File: config.mk
export PLATFORM = sky130hd
export DESIGN_NAME = playout_buf
export DESIGN_NICKNAME = d
export VERILOG_FILES = /design/src/rtl/pb_pkg.sv /design/src/rtl/pb_level.sv /design/src/rtl/pb_store.sv /design/src/rtl/pb_trim.sv /design/src/rtl/playout_buf.sv
export SDC_FILE = /design/constraint.sdc
export NUM_CORES = 1
export LEC_CHECK = 0
export BUFFER_PORTS_ARGS = -buffer_cell sky130_fd_sc_hd__buf_2
export CAP_MARGIN = 20
export CORE_MARGIN = 2
export CORE_UTILIZATION = 67
export DETAILED_ROUTE_END_ITERATION = 7
export PLACE_DENSITY = 0.82
export SLEW_MARGIN = 15
export SYNTH_ARGS = -nofsm -noshare
export SYNTH_HDL_FRONTEND = slang
export SYNTH_HIERARCHICAL = 1
export SYNTH_SLANG_ARGS = --single-unit
File: constraint.sdc
create_clock -name clk -period 9.8 [get_ports clk]
set_input_delay 0.49 -clock clk [delete_from_list [all_inputs] [get_ports clk]]
set_output_delay 0.49 -clock clk [all_outputs]
set_load 0.03 [all_outputs]
File: src/rtl/pb_pkg.sv
package pb_pkg;
  typedef enum logic [1:0] {
    TRIM_HOLD = 2'd0,
    TRIM_FAST = 2'd1,
    TRIM_SLOW = 2'd2
  } trim_req_e;
endpackage

File: src/rtl/pb_level.sv
module pb_level #(
  parameter int ADDR_W = 6,
  localparam int LVL_W = ADDR_W + 1
) (
  input  logic             clk,
  input  logic             rst,
  input  logic             wr_en,
  input  logic             smp_tick,
  output logic             push,
  output logic             pop,
  output logic             starve,
  output logic [LVL_W-1:0] level,
  output logic             playing,
  output logic             underrun,
  output logic             overrun
);
  localparam int DEPTH = 1 << ADDR_W;
  localparam logic [LVL_W-1:0] FULL = LVL_W'(DEPTH);
  localparam logic [LVL_W-1:0] HALF = LVL_W'(DEPTH / 2);

  logic is_full, is_empty;
  assign is_full  = (level == FULL);
  assign is_empty = (level == '0);
  assign push     = wr_en && !is_full;
  assign pop      = smp_tick && playing && !is_empty;
  assign starve   = smp_tick && playing && is_empty;

  always_ff @(posedge clk) begin
    if (rst) begin
      level    <= '0;
      playing  <= 1'b0;
      underrun <= 1'b0;
      overrun  <= 1'b0;
    end else begin
      level <= level + LVL_W'(push) - LVL_W'(pop);
      if (level >= HALF) playing <= 1'b1;
      if (starve) underrun <= 1'b1;
      if (wr_en && is_full) overrun <= 1'b1;
    end
  end


  overrun_chk: assert property (@(posedge clk) disable iff (rst)
    (wr_en && is_full) |=> (overrun && level <= FULL));


  underrun_chk: assert property (@(posedge clk) disable iff (rst)
    starve |=> underrun);


  play_hold_chk: assert property (@(posedge clk) disable iff (rst)
    playing |=> playing);
endmodule

File: src/rtl/pb_store.sv
module pb_store #(
  parameter int DATA_W = 24,
  parameter int ADDR_W = 6
) (
  input  logic              clk,
  input  logic              rst,
  input  logic              push,
  input  logic              pop,
  input  logic              starve,
  input  logic [DATA_W-1:0] wr_data,
  output logic [DATA_W-1:0] rd_data,
  output logic              rd_valid
);
  localparam int DEPTH = 1 << ADDR_W;

  logic [DATA_W-1:0] mem [DEPTH];
  logic [ADDR_W-1:0] wptr, rptr;

  always_ff @(posedge clk) begin
    if (push) mem[wptr] <= wr_data;
  end

  always_ff @(posedge clk) begin
    if (rst) begin
      wptr     <= '0;
      rptr     <= '0;
      rd_data  <= '0;
      rd_valid <= 1'b0;
    end else begin
      rd_valid <= pop || starve;
      if (push) wptr <= wptr + 1'b1;
      if (pop) begin
        rd_data <= mem[rptr];
        rptr    <= rptr + 1'b1;
      end else if (starve) begin
        rd_data <= '0;
      end
    end
  end


  starve_zero_chk: assert property (@(posedge clk) disable iff (rst)
    starve |=> (rd_valid && rd_data == '0));


  one_read_chk: assert property (@(posedge clk) disable iff (rst)
    !(pop && starve));
endmodule

File: src/rtl/pb_trim.sv
module pb_trim
  import pb_pkg::*;
#(
  parameter int ADDR_W     = 6,
  parameter int HOLD_TICKS = 96000,
  parameter int TRIM_W     = 8,
  localparam int LVL_W     = ADDR_W + 1,
  localparam int CNT_W     = $clog2(HOLD_TICKS + 1)
) (
  input  logic                     clk,
  input  logic                     rst,
  input  logic                     smp_tick,
  input  logic                     playing,
  input  logic [LVL_W-1:0]         level,
  input  logic [LVL_W-1:0]         lo_lim,
  input  logic [LVL_W-1:0]         hi_lim,
  output logic                     trim_pulse,
  output logic                     trim_up,
  output logic signed [TRIM_W-1:0] trim_total
);
  localparam logic signed [TRIM_W-1:0] TMAX = {1'b0, {(TRIM_W-1){1'b1}}};
  localparam logic signed [TRIM_W-1:0] TMIN = {1'b1, {(TRIM_W-1){1'b0}}};

  logic [CNT_W-1:0] hold_cnt;
  logic             armed, live;
  trim_req_e        req;

  assign armed = (hold_cnt == '0);
  assign live  = smp_tick && playing;

  always_comb begin
    req = TRIM_HOLD;
    if (level > hi_lim)      req = TRIM_FAST;
    else if (level < lo_lim) req = TRIM_SLOW;
  end

  always_ff @(posedge clk) begin
    if (rst) begin
      hold_cnt   <= '0;
      trim_pulse <= 1'b0;
      trim_up    <= 1'b0;
      trim_total <= '0;
    end else begin
      trim_pulse <= 1'b0;
      if (live) begin
        if (armed && req != TRIM_HOLD) begin
          trim_pulse <= 1'b1;
          trim_up    <= (req == TRIM_FAST);
          hold_cnt   <= CNT_W'(HOLD_TICKS - 1);
          if (req == TRIM_FAST && trim_total != TMAX)
            trim_total <= trim_total + 1'b1;
          else if (req == TRIM_SLOW && trim_total != TMIN)
            trim_total <= trim_total - 1'b1;
        end else if (!armed) begin
          hold_cnt <= hold_cnt - 1'b1;
        end
      end
    end
  end

  // Checker state: sample ticks seen since the last trim command.
  logic [CNT_W:0] gap;
  logic           seen;
  always_ff @(posedge clk) begin
    if (rst) begin
      gap  <= '0;
      seen <= 1'b0;
    end else if (trim_pulse) begin
      gap  <= (CNT_W+1)'(smp_tick);
      seen <= 1'b1;
    end else if (smp_tick && gap != (CNT_W+1)'(HOLD_TICKS)) begin
      gap <= gap + 1'b1;
    end
  end


  holdoff_chk: assert property (@(posedge clk) disable iff (rst)
    (trim_pulse && seen) |-> (gap >= (CNT_W+1)'(HOLD_TICKS)));


  sat_up_chk: assert property (@(posedge clk) disable iff (rst)
    (trim_pulse && trim_up) |-> (trim_total >= $past(trim_total)));


  sat_dn_chk: assert property (@(posedge clk) disable iff (rst)
    (trim_pulse && !trim_up) |-> (trim_total <= $past(trim_total)));


  idle_chk: assert property (@(posedge clk) disable iff (rst)
    !playing |=> !trim_pulse);
endmodule

File: src/rtl/playout_buf.sv
module playout_buf #(
  parameter int DATA_W     = 24,
  parameter int ADDR_W     = 6,
  parameter int HOLD_TICKS = 96000,
  parameter int TRIM_W     = 8,
  localparam int LVL_W     = ADDR_W + 1
) (
  input  logic                     clk,
  input  logic                     rst,
  input  logic                     wr_en,
  input  logic [DATA_W-1:0]        wr_data,
  input  logic                     smp_tick,
  input  logic [LVL_W-1:0]         lo_lim,
  input  logic [LVL_W-1:0]         hi_lim,
  output logic [DATA_W-1:0]        rd_data,
  output logic                     rd_valid,
  output logic                     playing,
  output logic [LVL_W-1:0]         fill_level,
  output logic                     underrun,
  output logic                     overrun,
  output logic                     trim_pulse,
  output logic                     trim_up,
  output logic signed [TRIM_W-1:0] trim_total
);
  logic push, pop, starve;

  pb_level #(.ADDR_W(ADDR_W)) u_level (
    .clk(clk), .rst(rst), .wr_en(wr_en), .smp_tick(smp_tick),
    .push(push), .pop(pop), .starve(starve), .level(fill_level),
    .playing(playing), .underrun(underrun), .overrun(overrun)
  );

  pb_store #(.DATA_W(DATA_W), .ADDR_W(ADDR_W)) u_store (
    .clk(clk), .rst(rst), .push(push), .pop(pop), .starve(starve),
    .wr_data(wr_data), .rd_data(rd_data), .rd_valid(rd_valid)
  );

  pb_trim #(.ADDR_W(ADDR_W), .HOLD_TICKS(HOLD_TICKS), .TRIM_W(TRIM_W)) u_trim (
    .clk(clk), .rst(rst), .smp_tick(smp_tick), .playing(playing),
    .level(fill_level), .lo_lim(lo_lim), .hi_lim(hi_lim),
    .trim_pulse(trim_pulse), .trim_up(trim_up), .trim_total(trim_total)
  );


  no_read_idle_chk: assert property (@(posedge clk) disable iff (rst)
    (smp_tick && !playing) |=> !rd_valid);
endmodule

Word level (Yosys, flattened, before mapping)
Memory sizes are Yosys's and may differ from the RTL's. A register that Yosys moved wholly into a read port is not among the register bits.
Cells that the tools add are included.

cells by class
  bitwise logic cells = 1
  add/sub/neg operators = 7
  muxes and demuxes = 13
  reduce and logical (&&, ||, !) cells = 20
  div/mod/pow operators = 0
  magnitude comparators = 3
  equality and inequality tests = 6
  shift-type cells = 0
  multipliers = 0

operators with widths
  cell                   number
  $mux 24                2
  $mux 17                2
  $logic_not 17->1       1
  $sub 17x1->17 const B  1
  $mux 8                 2
  $ne 8x8->1 const B     2
  $add 6x1->6 const B    2
  $mux 6                 2
  $add 8x1->8 const B    1
  $logic_and 1x1->1      8
  $sub 8x1->8 const B    1
  $add 7x1->7            1
  $eq 7x7->1 const B     1
  $ge 7x6->1 const B     1
  $gt 7x7->1             1
  $logic_not 7->1        1
  $lt 7x7->1             1
  $sub 7x1->7            1
  $reduce_bool 2->1      3
  $mux 2                 2
  $reduce_and 2->1       2
  $mux 1                 3
  $reduce_and 3->1       1
  $eq 2x1->1 const B     1
  other kinds (6)        7

storage, ports and cells
  output and inout port bits = 45
  ROM bits = 0
  latch bits = 0
  word-level logic and storage cells = 63
  bits in registers = 74
  bits of input ports = 42
  memories = 1
  RAM bits = 1536

memory list
  name         depth  bits a word  read ports  clocked after Yosys merged registers in  write ports  line            text
  u_store.mem  64     24           1           1                                        1            pb_store.sv:16  logic [DATA_W-1:0] mem [DEPTH];

Depth between registers and ports, before layout
  word-level depth = 7
  depth in mapped cells = 14
  depth with buffers taken out = 14

Hierarchy
The synthesis kept the hierarchy.

by module, submodules not included
  module    times used  area each (um^2)  cells an instance  seq. area each (um^2)
  pb_store  1           60290.3           2655               46985.1
  pb_trim   1           1919.3            247                540.5
  pb_level  1           683.2             74                 200.2

Least setup slack after synthesis
OpenSTA, ideal clock, no wires.

  path kind = register to register
  start = register u_level.level[4]
  end = memory u_store.mem[40][0], enable pin
  data required time = 9.365 ns
  library setup time = 0.435 ns
  cell stages (with the launch flop) = 9
  data arrival time = 3.873 ns
  period minus slack after synthesis = 4.308 ns
  path slack = 5.492 ns
  path buffers = 1
  cells stage by stage = dfxtp_1 > inv_1 > ha_1 > and4bb_1 > a21boi_0 > clkbuf_1 > nand4b_1 > or2_2 > nor3_1

between the ends
  word-level cells in the longest chain between the ends = 5

RTL lines
  what                          line               text
  start: declaration            pb_level.sv:12     output logic [LVL_W-1:0] level,
  start signal: assignment      pb_level.sv:35     level <= level + LVL_W'(push) - LVL_W'(pop);
  $eq 7x7->1                    pb_level.sv:22     assign is_full = (level == FULL);
  $logic_not 1->1               pb_level.sv:24     assign push = wr_en && !is_full;
  $logic_and 1x1->1             pb_level.sv:24
  named net push                playout_buf.sv:25  logic push, pop, starve;
  $mux 1                        pb_store.sv:20     if (push) mem[wptr] <= wr_data;
  $mux 1 (implied by the code)  pb_store.sv:20
  end: declaration              pb_store.sv:16

The timed path passes the listed nets, and every way through them passes these cells.

==> results.json <==
{
  "r2r_end": "u_store/rd_data[15]",
  "clock_path_buffers": 3,
  "irDropWorstVdd_v": 0.0001637,
  "clock-sinks": 1616,
  "io_buffers": 86,
  "drive_above_1_share_pct": 27.38,
  "finalHoldViolations": 0,
  "yosys_warnings": 6,
  "ys_seq_elements": 1616,
  "die_h_um": 310.4,
  "drv_slew": 0,
  "grt_usage_pct": 36.34,
  "wl_met2_mm": 80.57,
  "dr.pass1.iters": 7,
  "timing.final.crit_share_pct": 41.86,
  "core-area_um2": 93190,
  "drt_iter0_markers": 6398,
  "initial_utilization_pct": 67.49,
  "clkTransAtPathRegs_ps": 60,
  "timing.setup.tns_ps": 0,
  "clk_latency_ps": 770,
  "power_density_nw_per_um2": 220.2,
  "slowest_stage": "dfxtp_4",
  "ant_nets": 0,
  "cts_hold_buf": 0,
  "endpoint_kind": "flip-flop",
  "drc": 0,
  "vias": 33690,
  "whs_ps": 65.90,
  "power.leakage_uw": 0.02148,
  "place_hpwl_mm": 88.87,
  "netlist_instances": 2976,
  "critical_path_required_ps": 10450,
  "min_from": "wr_en",
  "gp_congestion": 0.9000,
  "floorplan.rows": 112,
  "cts_buffers": 152,
  "whs_path_depth": 3,
  "routed_via_density": 7.439,
  "maxSlewHeadroom_pct": 14.68,
  "maxCapViolCount": 0,
  "wl_met3_mm": 24.68,
  "drt-met1-wl_mm": 55.62,
  "synth_area_um2": 62890,
  "syn-num-nets": 3046,
  "synth-edff-count": 1536,
  "fmax_mhz": 243.8,
  "setup-violations-final": 0,
  "synthToLayoutAreaGrowth_pct": 11.01,
  "nNetsFinal": 3221,
  "grt_first_pass_wirelength_mm": 242.4,
  "rsz0062_at_grt": "no",
  "status": "complete, no violations",
  "critPathKind": "flip-flop to flip-flop",
  "syn_avg_cell_area_um2": 21.13,
  "ys.flop_type": "edfxtp_1",
  "grt_max_degree": 130,
  "fill_cells": 4673,
  "h-tree-depth": 4,
  "max_stage_delay_ps": 900,
  "regToRegSetupSlack_ps": 5700,
  "antenna_found_initial": 17,
  "cts_root_buf": "clkbuf_16",
  "critPathLaunchType": "flip-flop",
  "ys_types": 74,
  "cts_resized": 0,
  "die_area_um2": 96340,
  "globalRoute.totalOverflow": 0,
  "ioPinCount": 87,
  "critPathMaxFanout": 65,
  "fp.dieW_um": 310.4,
  "wl_mm": 170.9,
  "whs_endpoint": "u_level/overrun",
  "cts_setup_buffers": 0,
  "grt_pass1_vias": 33900,
  "cts_tree": "yes",
  "skew_ps": 42.57,
  "hp-class": "input port to flip-flop",
  "crit_chain": "buf_12 > buf_4 > mux4_2 > a22o_1 > a221oi_1 > o22ai_1 > a211o_1",
  "tightest_slew_ps": 1268,
  "post-route-min-period_ps": 4102,
  "cp.arrival_ps": 4750,
  "top_layer": "met5",
  "yosysSeqAreaShare_pct": 75.88,
  "async_reset_ff_share_pct": 0,
  "r2r_cells": 7,
  "wl_per_cell_um": 37.74
}
[layout by cell type, fill, tap and decap left out, types with 11 or more instances in the layout]
cell type	netlist	final
edfxtp_1	1536	1536
mux4_2	372	372
mux2i_1	158	158
clkbuf_16	0	156
buf_4	34	106
dfxtp_1	80	75
buf_2	40	71
a22oi_1	65	65
nand2_1	55	55
nor2_2	1	55
nor2_1	105	45
a21oi_1	42	42
nand3_1	36	36
clkbuf_1	63	34
clkinv_2	0	30
inv_1	29	29
a221oi_1	29	29
ha_1	27	27
clkinv_1	0	26
mux2_2	26	26
o21ai_0	18	18
nor2b_1	19	17
a32oi_1	15	15
a211oi_1	12	12
nor3_1	19	12
o21ai_1	11	11
[area by class of cell]
| cell class | instances | area [um^2] | area share (%) |
|---|---|---|---|
| clock buffer | 200 | 4169 | 5.971 |
| antenna | 2 | 5.005 | 0.007169 |
| tap | 1254 | 1569 | 2.247 |
| timing repair buffer | 184 | 1282 | 1.837 |
| inverter | 29 | 108.9 | 0.1559 |
| multi-input combinational | 1168 | 14370 | 20.58 |
| sequential | 1616 | 47740 | 68.38 |
| clock inverter | 76 | 574.3 | 0.8226 |
[synth_stat cells, types with 26 or more instances]
| library cell | number | area share (%) |
|---|---|---|
| edfxtp_1 | 1536 | 73 |
| mux4_2 | 372 | 13 |
| mux2i_1 | 158 | 2.5 |
| nor2_1 | 105 | 0.63 |
| dfxtp_1 | 80 | 2.5 |
| a22oi_1 | 65 | 0.78 |
| clkbuf_1 | 63 | 0.38 |
| nand2_1 | 55 | 0.33 |
| a21oi_1 | 42 | 0.33 |
| buf_2 | 40 | 0.32 |
| nand3_1 | 36 | 0.29 |
| buf_4 | 34 | 0.41 |
| a221oi_1 | 29 | 0.40 |
| inv_1 | 29 | 0.17 |
| ha_1 | 27 | 0.54 |
| mux2_2 | 26 | 0.47 |
[cells by family (layout without fill, tap and decap cells)]
logic type / Yosys count / count (layout) / synth area share (%)
buffers and inverters: 192 / 489 / 1.621
DFF: 1616 / 1616 / 75.88
and+or+nand+nor: 316 / 316 / 2.533
AOI/OAI and AO/OA: 255 / 255 / 2.911
xor gates and xnor gates: 13 / 13 / 0.1810
muxes: 556 / 556 / 16.30
other: 0 / 2 / 0
adders and majority gates: 28 / 28 / 0.5690
[worst max-delay path, delay by kind of cell, from the launching register on]
kind | cells | cell delay, ps
AOI/OAI and AO/OA | 4 | 1110
muxes | 1 | 610
buffers and inverters | 2 | 1200
DFF | 1 | 900
[layer usage]
metal	vias up	GRT usage, %
li1	12800	-
met1	17130	47.28
met2	3076	56.51
met3	659	11.31
met4	22	18.02
met5	-	0
[state kept, by name, indices dropped and copies added, names as in the netlist, named ones only]
name,cells
u_level/overrun,1
u_store/rptr,6
u_trim/trim_pulse,1
u_trim/trim_total,8
u_store/rd_data,24
u_store/wptr,6
u_level/level,7
u_store/mem,1536
u_level/underrun,1
u_level/playing,1
u_trim/trim_up,1
u_store/rd_valid,1
u_trim/hold_cnt,17
[report_power, final]
| part | switching, uW | internal (uW) | leakage (uW) |
|---|---|---|---|
| clock | 2500 | 3160 | 0.00233 |
| sequential | 159 | 7670 | 0.0145 |
| combinational | 1140 | 738 | 0.00468 |
| total | 3800 | 11600 | 0.0215 |
[through the flow]
stage	setup slack (ps)	cell area (um^2)	util, %	total power, uW	std cells
3_5_place_dp	5725	65020	69.77	9759	4250
4_1_cts	5675	69760	74.86	15370	4526
2_1_floorplan	5492	62890	-	9183	2976
3_3_place_gp	5884	65010	69.76	9673	4249
5_1_grt	5480	69810	74.91	15740	4527
6_report	5698	69820	74.92	15370	4529
[worst max-delay path by stage]
| stage | slack, ps | cells past startpoint | endpoint | start |
|---|---|---|---|---|
| floorplan | 5490 | 8 | u_store/mem[40][0] | u_level/level[4] |
| global placement | 5880 | 7 | u_store/rd_data[15] | flip-flop |
| detailed placement | 5720 | 7 | u_store/rd_data[15] | flip-flop |
| CTS | 5670 | 7 | u_store/rd_data[15] | flip-flop |
| global route | 5480 | 7 | u_store/rd_data[15] | flip-flop |
| finish | 5700 | 7 | u_store/rd_data[15] | flip-flop |
(Power assumes the default switching activity.)
